==> src/rtl/wpg_pkg.sv <==
// Shared types for the write protection controller.
// Assumes: at most one flag command strobe is active per cycle.
package wpg_pkg;

    // Stored protection flags
    typedef struct packed {
        logic perm;   // set-only flag
        logic rev;    // reversible flag
    } wpg_flags_t;

    // Flag command decoded from the strobes
    typedef enum logic [1:0] {
        WPG_NOP      = 2'd0,
        WPG_SET_PERM = 2'd1,
        WPG_SET_REV  = 2'd2,
        WPG_CLR_REV  = 2'd3
    } wpg_op_e;

    // Turns the command strobes into one operation (fixed priority if misused)
    function automatic wpg_op_e wpg_decode(input logic sp, input logic sr, input logic cr);
        wpg_op_e op;
        if (sp)      op = WPG_SET_PERM;
        else if (sr) op = WPG_SET_REV;
        else if (cr) op = WPG_CLR_REV;
        else         op = WPG_NOP;
        return op;
    endfunction

endpackage

==> src/rtl/wpg_flag_store.sv <==
// Holds the two protection flags and rules on flag commands.
// The permanent flag is set-only. The reversible flag changes only under
// high voltage on A0 with the A1/A2 straps at REV_A1/REV_A2. The protect
// pin refuses all commands. Each command gets one ack or nak a cycle later.
// Assumes: op is valid only for the single cycle of the request.
module wpg_flag_store
    import wpg_pkg::*;
#(
    parameter logic REV_A1 = 1'b0,
    parameter logic REV_A2 = 1'b1
) (
    input  logic       clk,
    input  logic       rst_n,
    input  logic       prot_pin,
    input  wpg_op_e    op,
    input  logic       hv_on_a0,
    input  logic       strap_a1,
    input  logic       strap_a2,
    output wpg_flags_t flags,
    output logic       cmd_ack,
    output logic       cmd_nak
);

    logic       rev_key;
    logic       granted;
    wpg_flags_t flags_nxt;

    // Reversible-flag unlock condition from the straps
    always_comb begin
        rev_key = hv_on_a0 && (strap_a1 == REV_A1) && (strap_a2 == REV_A2);
    end

    // Grant decision and next flag state for the current command
    always_comb begin
        granted   = 1'b0;
        flags_nxt = flags;
        unique case (op)
            WPG_SET_PERM: begin
                granted = !prot_pin;
                if (granted) flags_nxt.perm = 1'b1;
            end
            WPG_SET_REV: begin
                granted = !prot_pin && rev_key;
                if (granted) flags_nxt.rev = 1'b1;
            end
            WPG_CLR_REV: begin
                granted = !prot_pin && rev_key;
                if (granted) flags_nxt.rev = 1'b0;
            end
            default: granted = 1'b0;
        endcase
    end

    // Flag register and command reply register
    always_ff @(posedge clk) begin
        if (!rst_n) begin
            flags   <= '0;
            cmd_ack <= 1'b0;
            cmd_nak <= 1'b0;
        end else begin
            flags   <= flags_nxt;
            cmd_ack <= (op != WPG_NOP) && granted;
            cmd_nak <= (op != WPG_NOP) && !granted;
        end
    end

    // once set, the permanent flag stays set until reset
    assert_perm_sticky_R6: assert property (@(posedge clk) disable iff (!rst_n)
        flags.perm |=> flags.perm);

    // the protect pin freezes both flags and refuses any command
    assert_lock_freeze_R3: assert property (@(posedge clk) disable iff (!rst_n)
        prot_pin |=> $stable(flags));
    assert_lock_refuse_R3: assert property (@(posedge clk) disable iff (!rst_n)
        (prot_pin && op != WPG_NOP) |=> (cmd_nak && !cmd_ack));

    // reversible-flag commands without high voltage are refused and change nothing
    assert_rev_needs_hv_R7: assert property (@(posedge clk) disable iff (!rst_n)
        ((op == WPG_SET_REV || op == WPG_CLR_REV) && !hv_on_a0) |=> (cmd_nak && $stable(flags.rev)));

    // never both replies at once, and no reply without a command
    assert_one_reply_R9: assert property (@(posedge clk) disable iff (!rst_n)
        !(cmd_ack && cmd_nak));
    assert_no_spurious_R9: assert property (@(posedge clk) disable iff (!rst_n)
        (op == WPG_NOP) |=> !(cmd_ack || cmd_nak));

endmodule

==> src/rtl/wpg_write_gate.sv <==
// Rules on each pending byte write. The protect pin blocks every address.
// Either flag blocks the lower half of the address space (MSB = 0).
// Replies with a one-cycle allow or deny pulse after the request.
// Assumes: wr_addr is valid in the cycle wr_req is high.
module wpg_write_gate
    import wpg_pkg::*;
#(
    parameter int ADDR_W = 8
) (
    input  logic              clk,
    input  logic              rst_n,
    input  logic              prot_pin,
    input  wpg_flags_t        flags,
    input  logic              wr_req,
    input  logic [ADDR_W-1:0] wr_addr,
    output logic              wr_allow,
    output logic              wr_deny
);

    localparam int TOP_BIT = ADDR_W - 1;

    logic low_half;
    logic blocked;

    // Protection verdict for the presented address
    always_comb begin
        low_half = !wr_addr[TOP_BIT];
        blocked  = prot_pin || (low_half && (flags.perm || flags.rev));
    end

    // Registered verdict, one pulse per request
    always_ff @(posedge clk) begin
        if (!rst_n) begin
            wr_allow <= 1'b0;
            wr_deny  <= 1'b0;
        end else begin
            wr_allow <= wr_req && !blocked;
            wr_deny  <= wr_req && blocked;
        end
    end

    // the protect pin denies every write
    assert_pin_blocks_R2: assert property (@(posedge clk) disable iff (!rst_n)
        (wr_req && prot_pin) |=> (wr_deny && !wr_allow));

    // a flag guards the lower half only
    assert_low_half_R5: assert property (@(posedge clk) disable iff (!rst_n)
        (wr_req && !wr_addr[TOP_BIT] && (flags.perm || flags.rev)) |=> wr_deny);
    assert_high_half_R5: assert property (@(posedge clk) disable iff (!rst_n)
        (wr_req && wr_addr[TOP_BIT] && !prot_pin) |=> wr_allow);

    // with no protection at all, every write is allowed
    assert_open_R4: assert property (@(posedge clk) disable iff (!rst_n)
        (wr_req && !prot_pin && !flags.perm && !flags.rev) |=> wr_allow);

    // exactly one reply per request, none otherwise
    assert_one_verdict_R9: assert property (@(posedge clk) disable iff (!rst_n)
        wr_req |=> (wr_allow != wr_deny));
    assert_idle_quiet_R9: assert property (@(posedge clk) disable iff (!rst_n)
        !wr_req |=> !(wr_allow || wr_deny));

endmodule

==> src/rtl/wpg_status_port.sv <==
// Answers a status read that carries the status device-type code.
// Returns the inverted flags in the two low bits and zeros above them.
// Other codes get no reply.
// Assumes: stat_code is valid in the cycle stat_req is high.
module wpg_status_port
    import wpg_pkg::*;
#(
    parameter int         STAT_W    = 8,
    parameter logic [3:0] STAT_CODE = 4'b0110
) (
    input  logic              clk,
    input  logic              rst_n,
    input  logic              stat_req,
    input  logic [3:0]        stat_code,
    input  wpg_flags_t        flags,
    output logic              stat_vld,
    output logic [STAT_W-1:0] stat_byte
);

    localparam int PAD_W = STAT_W - 2;

    logic hit;

    // Match the status device-type code
    always_comb begin
        hit = stat_req && (stat_code == STAT_CODE);
    end

    // Register the reply byte with inverted flags
    always_ff @(posedge clk) begin
        if (!rst_n) begin
            stat_vld  <= 1'b0;
            stat_byte <= '0;
        end else begin
            stat_vld  <= hit;
            stat_byte <= hit ? {{PAD_W{1'b0}}, ~flags.rev, ~flags.perm} : '0;
        end
    end

    // upper bits are zero and a reply follows only a matching request
    assert_pad_zero_R8: assert property (@(posedge clk) disable iff (!rst_n)
        stat_vld |-> (stat_byte[STAT_W-1:2] == '0));
    assert_code_gate_R8: assert property (@(posedge clk) disable iff (!rst_n)
        (stat_req && stat_code != STAT_CODE) |=> !stat_vld);
    assert_inverted_R8: assert property (@(posedge clk) disable iff (!rst_n)
        hit |=> (stat_vld && stat_byte[1:0] == ~{$past(flags.rev), $past(flags.perm)}));

endmodule

==> src/rtl/wp_guard.sv <==
// Top of the write protection controller. It joins the flag store, the
// write gate and the status port. Every reply is registered one cycle
// after its request.
// Assumes: one flag command strobe at most per cycle. Straps and the
// high-voltage indication are meaningful in the command cycle only.
module wp_guard
    import wpg_pkg::*;
#(
    parameter int         ADDR_W    = 8,
    parameter int         STAT_W    = 8,
    parameter logic [3:0] STAT_CODE = 4'b0110,
    parameter logic       REV_A1    = 1'b0,
    parameter logic       REV_A2    = 1'b1
) (
    input  logic              clk,
    input  logic              rst_n,
    input  logic              prot_pin,
    input  logic              wr_req,
    input  logic [ADDR_W-1:0] wr_addr,
    input  logic              cmd_set_perm,
    input  logic              cmd_set_rev,
    input  logic              cmd_clr_rev,
    input  logic              hv_on_a0,
    input  logic              strap_a1,
    input  logic              strap_a2,
    input  logic              stat_req,
    input  logic [3:0]        stat_code,
    output logic              wr_allow,
    output logic              wr_deny,
    output logic              cmd_ack,
    output logic              cmd_nak,
    output logic              stat_vld,
    output logic [STAT_W-1:0] stat_byte
);

    wpg_op_e    op;
    wpg_flags_t flags;

    // Decode the command strobes
    always_comb begin
        op = wpg_decode(cmd_set_perm, cmd_set_rev, cmd_clr_rev);
    end

    wpg_flag_store #(
        .REV_A1 (REV_A1),
        .REV_A2 (REV_A2)
    ) u_flags (
        .clk      (clk),
        .rst_n    (rst_n),
        .prot_pin (prot_pin),
        .op       (op),
        .hv_on_a0 (hv_on_a0),
        .strap_a1 (strap_a1),
        .strap_a2 (strap_a2),
        .flags    (flags),
        .cmd_ack  (cmd_ack),
        .cmd_nak  (cmd_nak)
    );

    wpg_write_gate #(
        .ADDR_W (ADDR_W)
    ) u_gate (
        .clk      (clk),
        .rst_n    (rst_n),
        .prot_pin (prot_pin),
        .flags    (flags),
        .wr_req   (wr_req),
        .wr_addr  (wr_addr),
        .wr_allow (wr_allow),
        .wr_deny  (wr_deny)
    );

    wpg_status_port #(
        .STAT_W    (STAT_W),
        .STAT_CODE (STAT_CODE)
    ) u_stat (
        .clk       (clk),
        .rst_n     (rst_n),
        .stat_req  (stat_req),
        .stat_code (stat_code),
        .flags     (flags),
        .stat_vld  (stat_vld),
        .stat_byte (stat_byte)
    );

    // input rule, one flag command per cycle at most
    assert_one_cmd_R9: assert property (@(posedge clk) disable iff (!rst_n)
        $onehot0({cmd_set_perm, cmd_set_rev, cmd_clr_rev}));

    // replies are quiet in the first cycle after reset
    assert_reset_quiet_R1: assert property (@(posedge clk)
        !rst_n |=> !(wr_allow || wr_deny || cmd_ack || cmd_nak || stat_vld));

endmodule

==> config.mk <==
export PLATFORM = sky130hd
export DESIGN_NAME = wp_guard
export DESIGN_NICKNAME = d
export VERILOG_FILES = /design/src/rtl/wpg_pkg.sv /design/src/rtl/wpg_flag_store.sv /design/src/rtl/wpg_write_gate.sv /design/src/rtl/wpg_status_port.sv /design/src/rtl/wp_guard.sv
export SDC_FILE = /design/constraint.sdc
export NUM_CORES = 1
export LEC_CHECK = 0
export ABC_AREA = 1
export CAP_MARGIN = 15
export CORE_MARGIN = 1.5
export CORE_UTILIZATION = 25
export CTS_CLUSTER_SIZE = 8
export DETAILED_ROUTE_END_ITERATION = 8
export PLACE_DENSITY = 0.66
export SETUP_SLACK_MARGIN = 0.15
export SLEW_MARGIN = 30
export SYNTH_ARGS = -nofsm -noshare
export SYNTH_HDL_FRONTEND = slang
export SYNTH_HIERARCHICAL = 1
export SYNTH_SLANG_ARGS = --single-unit
export TNS_END_PERCENT = 30
==> constraint.sdc <==
create_clock -name clk -period 0.8 [get_ports clk]
set_clock_uncertainty 0.05 [all_clocks]
set_input_delay 0.12 -clock clk [delete_from_list [all_inputs] [get_ports clk]]
set_output_delay 0.12 -clock clk [all_outputs]
set_load 0.1 [all_outputs]
# --- Yosys cells after proc, flatten, opt, wreduce, memory -nomap -nowiden ---
# Cells that the tools add are included.
word_totals:
  input_bits: 23
  output_inout_bits: 13
  wordCells: 47
  regBits: 15
classes:
  n_reduce_logical: 21
  muxes: 7
  bitwise: 4
  n_eq_ne: 6
op_table:
  columns: ["op", "count"]
  rows:
  - ["$logic_and 1x1->1", 9]
  - ["$mux 2", 3]
  - ["$eq 2x2->1 const B", 2]
  - ["$eq 4x3->1 const B", 1]
  - ["$logic_not 1->1", 4]
  - ["$ne 2x1->1 const B", 2]
  - ["$not 1->1", 4]
  - ["$pmux 1 s2", 2]
  - ["$reduce_and 2->1", 2]
  - ["$reduce_bool 2->1", 2]
  - ["$reduce_and 3->1", 1]
  - ["$eq 2x1->1 const B", 1]
  - ["$logic_or 1x1->1", 2]
  - ["$mux 1", 2]
  - ["$reduce_or 2->1", 1]

# --- Longest topological paths before layout ---
depth:
  depth_word: 8
  ltp_mapped: 7
  ltp_nobuf: 7

# --- Hierarchy ---
# Netlist, hierarchy kept.
by_module_without_submodules:
  columns: ["module", "area_each_um2", "seq_area_each_um2", "cells_per_inst", "n_inst"]
  rows:
  - ["wpg_flag_store", 162.7, 80.1, 20, 1]
  - ["wpg_status_port", 157.7, 60.1, 20, 1]
  - ["wpg_write_gate", 72.6, 40.0, 9, 1]
  - ["wp_guard", 22.5, 0.0, 6, 1]

# --- Least setup slack after synthesis ---
# Ideal clock, no wire load.
synth_timing:
  kind: "flip-flop to output port"
  from: "register u_flags.cmd_ack"
  to: "output port cmd_ack"
  n_path_buf: 0
  stages_incl_launch_ff: 1
  setup_slack_ps: -279
  t_arrival_ps: 909
  required_ps: 630
  cell_sequence: "dfxtp_1"
synth_rtl:
  columns: ["element", "line_no", "text"]
  rows:
  - ["from (decl)", "wpg_flag_store.sv:20", "output logic cmd_ack,"]
  - ["from (signal assigned)", "wpg_flag_store.sv:62", "cmd_ack <= (op != WPG_NOP) && granted;"]
  - ["to (decl)", "wp_guard.sv:30", "output logic cmd_ack,"]
# No word-level cell between the ends.

# --- Worst setup path in the final report ---
layout_timing:
  from: "register u_stat.stat_byte[1]"
  to: "output port stat_byte[1]"
layout_rtl:
  columns: ["element", "line_no", "text"]
  rows:
  - ["from (decl)", "wpg_status_port.sv:17", "output logic [STAT_W-1:0] stat_byte"]
  - ["from (signal assigned)", "wpg_status_port.sv:36", "stat_byte <= hit ? {{PAD_W{1'b0}}, ~flags.rev, ~flags.perm} : '0;"]
  - ["to (decl)", "wp_guard.sv:33", "output logic [STAT_W-1:0] stat_byte"]
# No word-level cell between the ends.

==> flow_metrics.tcl <==
set metrics [dict create \
    port_buffers 22 \
    async_flop_share_pct 0 \
    synthSimpleGateAreaFrac_pct 26.5 \
    slowest_delay_ns 0.35 \
    timing.fmax_ghz 1.07 \
    cp_top_family "flip-flops" \
    avgRoutedWirePerCell_um 7.53 \
    power_leakage_nw 0.379 \
    dr.pass1.iters 3 \
    synthAdderAreaFrac_pct 0 \
    violations "negative setup slack" \
    critPathMaxFanout 1 \
    p_per_area_nw_per_um2 1560 \
    clk_latency_ns 0.25 \
    cp_slowest_cell "dfxtp_4" \
    cts.htree.levels 1 \
    critPathKind "register to primary output" \
    netlist-cell-type-count 16 \
    vdd_drop_max_v 0.000725 \
    antenna_found_initial 0 \
    worstHoldStart "prot_pin" \
    fin_crit_sh_pct 117 \
    clkTransAtPathRegs_ns 0.06 \
    grt_util_all_layers_pct 9.11 \
    drive_gt1_share_pct 43.9 \
    setup_tns_ns -0.918 \
    grt_max_degree 6 \
    num-nets-final 106 \
    p_total_mw 1.21 \
    ys_top_cells_by_area "dfxtp_1, buf_4, inv_1, nor2_1, nand2_1" \
    start_util_pct 27.3 \
    synth_compound_area_share_pct 8.43 \
    cts_root_buffer "clkbuf_4" \
    hold_viol 0 \
    insertedDiodeCount 0 \
    worst-path-buf-inv 1 \
    seq_area_frac_synth_pct 43.4 \
    startpoint "u_stat/stat_byte[1]$_SDFF_PN0_" \
    ys_seq_elements 9 \
    core.rowCount 14 \
    post_drt_via_cell_ratio 4.00 \
    yosysMostFrequentCell "inv_1" \
    avgSynthCellArea_um2 7.55 \
    maxSlewViolCount 0 \
    layout_setup_ws_ns -0.134 \
    core_um2 1520 \
    route.detailed.drc 0 \
    cap_violations 0 \
    post_dp_cell_area_um2 751 \
    syn_inst 55 \
    synth_mux_area_share_pct 0 \
    cts_sinks 9 \
    setup.worst_path.start_class "register" \
    num_io_pins 36 \
    synth_top_area_share_pct 43.4 \
    synth-xor-area-share_pct 0 \
    cts-buffers-inserted 3 \
    postRouteAntennaNets 0 \
    yosys_warnings 6 \
    yosysTopAreaCell "dfxtp_1" \
    hold_path_class "primary input to register" \
    vias 392 \
    gp_congestion 0.776 \
    synth_edf_count 0 \
    r2r-start "u_flags/flags[1]$_SDFFE_PN0P_" \
    grt_pass1_wl_um 1260 \
    status "finished, violations left" \
    setup_viol 7 \
    cts_tree "yes" \
    flow.area_growth_from_synthesis_pct 85.8 \
    grt-ovfl-total 0 \
    grt_setup_unrepaired "yes" \
    drt-initial-drc-count 3 \
    grt_pass1_vias 319 \
    worstPathArrival_ns 0.76 \
    postLayoutCoreUtil_pct 50.7 \
    dieArea_um2 1910 \
    period_needed_ns 0.934 \
    syn_area_um2 415 \
    hpwl_um 636 \
    die_x_um 43.8 \
    routed_wl_um 738 \
    synthFlopType "dfxtp_1" \
    synth_top_family_by_area "simple AND/OR/NAND/NOR gates" \
    yosys-top-cells-count "inv_1, dfxtp_1, nor2_1, nand2_1, buf_4" \
    end_kind "primary output" \
    hold_slack_ns 0.0789 \
    die_y_um 43.8 \
    final_area_um2 772 \
    fill_cells 148 \
    clockBufferDepth 2 \
    required_ns 0.63 \
    cp_cell_sequence "buf_12" \
]
==> layout make-up <==
| class | instances | area, µm² | share of cell area (%) |
|---|---|---|---|
| tap | 16 | 20.0 | 2.59 |
| timing repair buffer | 24 | 288 | 37.3 |
| multi-input combinational | 34 | 188 | 24.3 |
| clock buffer | 4 | 26.3 | 3.40 |
| inverter | 11 | 41.3 | 5.35 |
| sequential | 9 | 209 | 27.1 |
==> kinds of logic (layout without fill, tap and decap cells) <==
logic type,after synthesis,in the layout
and+or+nand+nor,23,23
other,1,6
AOI/OAI and AO/OA,5,5
buffers and inverters,17,39
DFF,9,9
==> what timing repair did <==
action | 4_1_cts | 5_1_grt
endpoints found under the setup margin | 16 | 12
endpoints found under the hold margin | 0 | 0
hold buffers | 0 | 0
buffers inserted | 0 | 0
pin swaps | 15 | 6
resized for setup | 29 | 6
==> registers in the layout (all words and copies together), names as in the netlist <==
register          cells
u_flags/cmd_ack       1
u_flags/cmd_nak       1
u_stat/stat_vld       1
u_gate/wr_deny        1
u_stat/stat_byte      2
u_gate/wr_allow       1
u_flags/flags         2
==> placed cells by master, fill, tap and decap left out <==
cell	synthesis	routed
a21boi_1	0	1
a21oi_1	1	1
and2_1	1	1
buf_12	0	7
buf_2	0	1
buf_4	6	2
buf_6	0	2
clkbuf_1	0	1
clkbuf_2	0	1
clkbuf_4	0	3
clkdlybuf4s15_1	0	1
clkdlybuf4s50_1	0	2
conb_1	1	6
dfxtp_2	0	2
dfxtp_4	0	7
dlygate4sd2_1	0	8
inv_1	11	10
inv_2	0	1
nand2_1	7	7
nand2_2	1	1
nand3_2	1	2
nand3b_1	1	1
nor2_1	8	6
nor2_2	3	3
nor2_4	0	2
o21ai_0	1	1
o21ai_2	2	2
==> routing by layer <==
| layer | part of all wire [%] | GRT usage, % | routed length [µm] |
|---|---|---|---|
| met1 | 40 | 10.7 | 298 |
| met2 | 47 | 13.5 | 346 |
| met3 | 12 | 4.17 | 89 |
| met4 | 0.54 | 5.45 | 4 |
| met5 | 0 | 0 | 0 |
==> final timing paths <==
| check | to | depth (start not counted) | slack (ns) |
|---|---|---|---|
| worst min register to register | u_stat/stat_byte[0]$_SDFF_PN0_ | 1 | 0.37 |
| worst max register to register | u_gate/wr_allow$_SDFF_PN0_ | 3 | 0.07 |
| worst min-delay path | u_gate/wr_deny$_SDFF_PN0_ | 3 | 0.08 |
| worst max-delay path | stat_byte[1] | 1 | -0.13 |
==> metrics by stage <==
step,worst slack (ns),cells
floorplan,0.0356,60
global route,-0.162,98
detailed placement,-0.563,94
CTS,-0.146,98
finish,-0.134,98
global placement,-0.534,94
==> where the power goes <==
part | switching, mW | internal (mW)
logic | 0.280 | 0.128
registers | 0.0137 | 0.453
clock network | 0.140 | 0.191
Note: power is estimated with default switching activity, not from simulation.
